`config.mk`:
```
export PLATFORM = sky130hd
export DESIGN_NAME = nvc_top
export DESIGN_NICKNAME = d
export VERILOG_FILES = /design/src/rtl/nvc_pkg.sv /design/src/rtl/nvc_datapath.sv /design/src/rtl/nvc_ctrl.sv /design/src/rtl/nvc_top.sv
export SDC_FILE = /design/constraint.sdc
export NUM_CORES = 1
export LEC_CHECK = 0
export BUFFER_PORTS_ARGS = -buffer_cell sky130_fd_sc_hd__buf_2
export CAP_MARGIN = 20
export CORE_MARGIN = 5
export CORE_UTILIZATION = 42
export DETAILED_ROUTE_END_ITERATION = 8
export MAX_ROUTING_LAYER = met4
export PLACE_DENSITY = 0.69
export RECOVER_POWER = 50
export SLEW_MARGIN = 20
export SYNTH_ARGS = -nofsm -noshare
export SYNTH_HDL_FRONTEND = slang
export SYNTH_HIERARCHICAL = 1
export SYNTH_SLANG_ARGS = --single-unit
```
`constraint.sdc`:
```
create_clock -name clk -period 6.5 [get_ports clk]
set_clock_uncertainty 0.05 [all_clocks]
set_input_delay 1.3 -clock clk [delete_from_list [all_inputs] [get_ports clk]]
set_output_delay 1.3 -clock clk [all_outputs]
set_load 0.03 [all_outputs]
```
`src/rtl/nvc_pkg.sv`:
```
package nvc_pkg;

  typedef enum logic [2:0] {
    MODE_DESEL,
    MODE_READ,
    MODE_WRITE,
    MODE_RECALL,
    MODE_STORE,
    MODE_NOP
  } nvMode_t;

  // counter load selector
  typedef enum logic [1:0] {
    LD_QUAL,
    LD_PH1,
    LD_PH2
  } cntSel_t;

  // strobes from control to datapath
  typedef struct packed {
    logic    cntLoad;
    cntSel_t cntSel;
    logic    cntDec;
    logic    setDir;
    logic    dirStore;
    logic    clrArm;
    logic    armHold;
    logic    pulseDone;
    logic    pulseAbort;
  } nvStrobe_t;

endpackage

```
`src/rtl/nvc_datapath.sv`:
```
module nvc_datapath
  import nvc_pkg::*;
#(
  parameter int INIT_CYC  = 3,
  parameter int ERASE_CYC = 6,
  parameter int PROG_CYC  = 5,
  parameter int CLR_CYC   = 3,
  parameter int COPY_CYC  = 4
) (
  input  logic      clk,
  input  logic      rstN,
  input  logic      ceN,
  input  logic      oeN,
  input  logic      weN,
  input  logic      nvN,
  input  nvStrobe_t strb,
  output nvMode_t   mode,
  output logic      armedNow,
  output logic      cntZero,
  output logic      dirStore,
  output logic      done,
  output logic      aborted
);

  localparam int MAXA = (INIT_CYC > ERASE_CYC) ? INIT_CYC : ERASE_CYC;
  localparam int MAXB = (PROG_CYC > CLR_CYC) ? PROG_CYC : CLR_CYC;
  localparam int MAXC0 = (MAXA > MAXB) ? MAXA : MAXB;
  localparam int MAXC = (MAXC0 > COPY_CYC) ? MAXC0 : COPY_CYC;
  localparam int CW = (MAXC > 1) ? $clog2(MAXC) : 1;

  localparam logic [CW-1:0] L_QUAL  = CW'(INIT_CYC - 1);
  localparam logic [CW-1:0] L_ERASE = CW'(ERASE_CYC - 1);
  localparam logic [CW-1:0] L_PROG  = CW'(PROG_CYC - 1);
  localparam logic [CW-1:0] L_CLR   = CW'(CLR_CYC - 1);
  localparam logic [CW-1:0] L_COPY  = CW'(COPY_CYC - 1);

  logic          nvPrev;
  logic          armed;
  logic          nvFall;
  logic          loadDir;
  logic [CW-1:0] cnt;
  logic [CW-1:0] loadVal;

  // pin decode; nonvolatile enable takes precedence over access modes
  always_comb begin
    if (ceN) begin
      mode = MODE_DESEL;
    end else if (!nvN) begin
      if (!weN && oeN)      mode = MODE_STORE;
      else if (weN && !oeN) mode = MODE_RECALL;
      else                  mode = MODE_NOP;
    end else begin
      if (!weN)      mode = MODE_WRITE;
      else if (!oeN) mode = MODE_READ;
      else           mode = MODE_NOP;
    end
  end

  assign nvFall   = nvPrev & ~nvN;
  assign armedNow = armed | (nvFall & ~strb.armHold);
  assign cntZero  = (cnt == '0);
  assign loadDir  = strb.setDir ? strb.dirStore : dirStore;

  always_comb begin
    case (strb.cntSel)
      LD_QUAL: loadVal = L_QUAL;
      LD_PH1:  loadVal = loadDir ? L_ERASE : L_CLR;
      default: loadVal = loadDir ? L_PROG : L_COPY;
    endcase
  end

  always_ff @(posedge clk or negedge rstN) begin
    if (!rstN) begin
      nvPrev   <= 1'b0;   // no edge can be seen from a pin held low at reset
      armed    <= 1'b0;
      dirStore <= 1'b0;
      cnt      <= '0;
      done     <= 1'b0;
      aborted  <= 1'b0;
    end else begin
      nvPrev <= nvN;
      if (strb.clrArm || nvN) armed <= 1'b0;
      else if (nvFall && !strb.armHold) armed <= 1'b1;
      if (strb.setDir) dirStore <= strb.dirStore;
      if (strb.cntLoad) cnt <= loadVal;
      else if (strb.cntDec) cnt <= cnt - 1'b1;
      done    <= strb.pulseDone;
      aborted <= strb.pulseAbort;
    end
  end

endmodule

```
`src/rtl/nvc_ctrl.sv`:
```
module nvc_ctrl
  import nvc_pkg::*;
(
  input  logic      clk,
  input  logic      rstN,
  input  nvMode_t   mode,
  input  logic      armedNow,
  input  logic      cntZero,
  input  logic      dirStore,
  input  logic      supplyOk,
  output nvStrobe_t strb,
  output logic      busy,
  output logic      phaseWipe,
  output logic      phaseFill
);

  typedef enum logic [2:0] {S_PWR, S_IDLE, S_QUAL, S_PH1, S_PH2} state_t;

  state_t state, stateNext;
  logic   wantStore, wantRecall, holding;

  assign wantStore  = (mode == MODE_STORE) && supplyOk;
  assign wantRecall = (mode == MODE_RECALL);
  assign holding    = dirStore ? wantStore : wantRecall;

  always_comb begin
    stateNext = state;
    strb      = '0;
    strb.cntSel = LD_QUAL;
    case (state)
      S_PWR: begin
        strb.armHold = 1'b1;
        if (supplyOk) begin
          stateNext     = S_PH1;
          strb.setDir   = 1'b1;
          strb.dirStore = 1'b0;
          strb.cntLoad  = 1'b1;
          strb.cntSel   = LD_PH1;
        end
      end
      S_IDLE: begin
        if (armedNow && (wantStore || wantRecall)) begin
          stateNext     = S_QUAL;
          strb.setDir   = 1'b1;
          strb.dirStore = wantStore;
          strb.cntLoad  = 1'b1;
          strb.cntSel   = LD_QUAL;
        end
      end
      S_QUAL: begin
        if (!holding) begin
          stateNext = S_IDLE;
        end else if (cntZero) begin
          stateNext    = S_PH1;
          strb.clrArm  = 1'b1;
          strb.cntLoad = 1'b1;
          strb.cntSel  = LD_PH1;
        end else begin
          strb.cntDec = 1'b1;
        end
      end
      S_PH1: begin
        strb.armHold = 1'b1;
        if (dirStore && !supplyOk) begin
          stateNext       = S_IDLE;
          strb.pulseAbort = 1'b1;
        end else if (cntZero) begin
          stateNext    = S_PH2;
          strb.cntLoad = 1'b1;
          strb.cntSel  = LD_PH2;
        end else begin
          strb.cntDec = 1'b1;
        end
      end
      default: begin
        strb.armHold = 1'b1;
        if (dirStore && !supplyOk) begin
          stateNext       = S_IDLE;
          strb.pulseAbort = 1'b1;
        end else if (cntZero) begin
          stateNext      = S_IDLE;
          strb.pulseDone = 1'b1;
        end else begin
          strb.cntDec = 1'b1;
        end
      end
    endcase
  end

  always_ff @(posedge clk or negedge rstN) begin
    if (!rstN) state <= S_PWR;
    else       state <= stateNext;
  end

  assign busy      = (state == S_PWR) || (state == S_PH1) || (state == S_PH2);
  assign phaseWipe = (state == S_PH1);
  assign phaseFill = (state == S_PH2);

endmodule

```
`src/rtl/nvc_top.sv`:
```
module nvc_top
  import nvc_pkg::*;
#(
  parameter int INIT_CYC  = 3,
  parameter int ERASE_CYC = 6,
  parameter int PROG_CYC  = 5,
  parameter int CLR_CYC   = 3,
  parameter int COPY_CYC  = 4
) (
  input  logic clk,
  input  logic rstN,
  input  logic ceN,
  input  logic oeN,
  input  logic weN,
  input  logic nvN,
  input  logic supplyOk,
  output logic sramWr,
  output logic busOe,
  output logic busy,
  output logic xferReq,
  output logic phaseWipe,
  output logic phaseFill,
  output logic xferStore,
  output logic done,
  output logic aborted
);

  nvMode_t   mode;
  nvStrobe_t strb;
  logic      armedNow, cntZero, dirStore;

  nvc_datapath #(
    .INIT_CYC(INIT_CYC), .ERASE_CYC(ERASE_CYC), .PROG_CYC(PROG_CYC),
    .CLR_CYC(CLR_CYC), .COPY_CYC(COPY_CYC)
  ) uData (
    .clk(clk), .rstN(rstN), .ceN(ceN), .oeN(oeN), .weN(weN), .nvN(nvN),
    .strb(strb), .mode(mode), .armedNow(armedNow), .cntZero(cntZero),
    .dirStore(dirStore), .done(done), .aborted(aborted)
  );

  nvc_ctrl uCtrl (
    .clk(clk), .rstN(rstN), .mode(mode), .armedNow(armedNow),
    .cntZero(cntZero), .dirStore(dirStore), .supplyOk(supplyOk),
    .strb(strb), .busy(busy), .phaseWipe(phaseWipe), .phaseFill(phaseFill)
  );

  assign busOe     = !busy && (mode == MODE_READ);
  assign sramWr    = !busy && (mode == MODE_WRITE);
  assign xferReq   = phaseWipe | phaseFill;
  assign xferStore = dirStore & xferReq;

endmodule

```
==> metrics <==
crit path launch type input pin; GR Layer Usage met1 between 15 and 20%; P per Cell Area roughly 360 nW/um^2; Clk Latency, worst-skew pair between 0.2 and 0.3 ns; total negative slack 0 ns; max incr delay on CP approximately 0.25 ns; Required @ worst endpoint around 5.2 ns; Finished Cell Area around 930 um^2; CTS max path bufs 2; crit end category primary output; standard-cell rows 16; # DRC 0; maximum vdd drop roughly 0.16 mV; Tightest Pin Transition a little over 0.6 ns; die area between 2000 and 3000 um^2; area grow syn2layout 13.5%; max-cap violation count 0; dpl ws ~2.8 ns; final period utilization between 50 and 60%; Initial Util a little over two fifths; Cell Chain, Critical Path clkbuf_1 > nor2b_1 > a21oi_1 > nor2_1 > nor4b_1 > buf_2; Yosys reg bits 11; vias in the first global route ~640; IO buf count 15; hold-fix buffers at CTS 0; cells after synthesis between 90 and 100; ys flop type dfrtp_1; Min Clock Period, post-route between 3 and 4 ns; Filler Cells Inserted 200; GP Congestion between 0.7 and 0.8; first-pass GRT wire length between 2 and 3 mm; Worst Slack Setup Final approximately 2.7 ns; CTS H-tree depth 1; FF+latch area 275 um^2; M2 GR Usage 20.9%; top post-synthesis cells by area dfrtp_1 (33%), nor2b_1 (4.6%), a21oi_1 (4.3%); Reg clk slew, reported paths about 0.06 ns; Ant. Diodes 0; via count 729; RSZ-0062 raised after global routing false; Post-layout nets ~120; post-cts resize count 0; first-pass detailed-route iteration total 4; fmax about 270 MHz; Lkg Pwr roughly 0.42 nW; Post-CTS Setup Bufs 0; antenna viol nets, final 0; Starting DRT DRC Count 15; most frequent cells in the layout buf_2 (12), dfrtp_1 (11), nor2_1 (9); most used routing layer met2; crit path max fanout 5; commonest non-fill, non-tap cell in the layout buf_2; Die Y 54.2 um; Synth top area share about a third; core area ~1900 um^2; outcome finished, final reports clean; largest net degree at the start of global routing 15; setup violators final 0; I/O pin cnt 16; worst rel slew slack between 50% and 60%; root buf cell clkbuf_4; grt total ovfl 0; Syn Area/Cell about 8.7 um^2; CTS tree done; Synth Warn # 6; Synth async-reset ratio between 90% and 100%; Worst path top cell family by delay simple AND/OR/NAND/NOR gates; Total Wirelength around 1.7 mm; WP data arrival around 2.4 ns; Seq/Total Area, Yosys 33.5%; Routed WL per cell approximately 12 um; All-Layer GR Usage between 10% and 20%; die width 54.2 um; cell taking the most area after synthesis dfrtp_1; Mapped Area roughly 820 um^2; GR Layer Usage met3 between 4 and 5%; post-DP HPWL 1.24 mm; max-slew violation count 0; Synth cell types 42; vias per cell roughly 5.4; Final Hold Viols 0; placed inst area ~900 um^2; Hold Crit Class reg2reg; Num CTS Buffers 3; Post-synth EDFFs 0; Critical path buffers and inverters 2; share of layout cells above drive strength 1 18.3%; Synth Net Count 104; placed cells ~130; critical path class in2out; initial antenna violation count 0; Finished Layout Cells 136; Slowest cell on crit path nor4b_1; footprint of the multi-input gates a little under 500 um^2; CTS Sinks 11
==> cells by family after synthesis <==
family,Yosys count,share of synthesized area [%]
AOI/OAI and AO/OA,22,18.3
buffers and inverters,13,6.09
xor gates and xnor gates,2,2.13
muxes,4,5.48
DFF,11,33.5
adders and majority gates,2,3.04
and+or+nand+nor,41,31.5
==> synthesized netlist by cell type (2+ instances only) <==
cell and count:
nand2b_1 3, nand3b_1 2, nor2_1 9, nor2b_1 6
nor3_1 2, o21ai_1 3, clkbuf_1 4, and2_1 2
nor3b_1 2, a21oi_1 7, inv_1 8, mux2i_1 2
dfrtp_1 11, ha_1 2, nor4b_1 3, nand2_1 2
nand4bb_1 2
==> power by group <==
part           total [mW]  internal (mW)  switching, mW
Sequential          0.112         0.0874         0.0251
Clock              0.0448         0.0237         0.0211
Combinational       0.174         0.0768         0.0975
==> state kept, by name (all words and copies together), names as in the netlist <==
signal,flops
uCtrl/state,3
uData/aborted,1
uData/armed,1
uData/cnt,3
uData/dirStore,1
uData/done,1
uData/nvPrev,1
==> layer usage <==
layer  part of all wire, %  routed length (um)
met1                    49                 814
met2                    45                 746
met3                   5.2                  86
met4                  0.72                  12
met5                     0                   0
==> layout make-up <==
cell class	count	share of cell area [%]
multi-input combinational	71	53.2
sequential	11	29.5
timing repair buffer	15	7.64
tap	27	3.62
inverter	8	3.22
clock buffer	4	2.82
==> per-stage QoR <==
stage / power (mW) / utilization (%) / hold slack, ns
finish: 0.332 / 48.6 / 0.458
global route: 0.367 / 48.6 / 0.504
CTS: 0.336 / 48.8 / 0.463
detailed placement: 0.289 / 47.4 / 0.448
global placement: 0.282 / 47.4 / 0.443
floorplan: 0.252 / - / 0.428
==> final timing paths <==
check / cells past startpoint / endpoint / slack (ns) / start
max in group asynchronous: 1 / uData/cnt[2]$_DFFE_PN0P_ / 5.04 / rstN
setup / recovery: 6 / sramWr / 2.74 / nvN
min in group asynchronous: 1 / uCtrl/state[0]$_DFFE_PN0P_ / 0.96 / rstN
hold / removal: 1 / uData/cnt[2]$_DFFE_PN0P_ / 0.46 / uData/cnt[2]$_DFFE_PN0P_
hold reg to reg: 1 / uData/cnt[2]$_DFFE_PN0P_ / 0.46 / uData/cnt[2]$_DFFE_PN0P_
setup reg to reg: 6 / uData/cnt[1]$_DFFE_PN0P_ / 4.04 / uCtrl/state[0]$_DFFE_PN0P_
(Power assumes the default switching activity.)
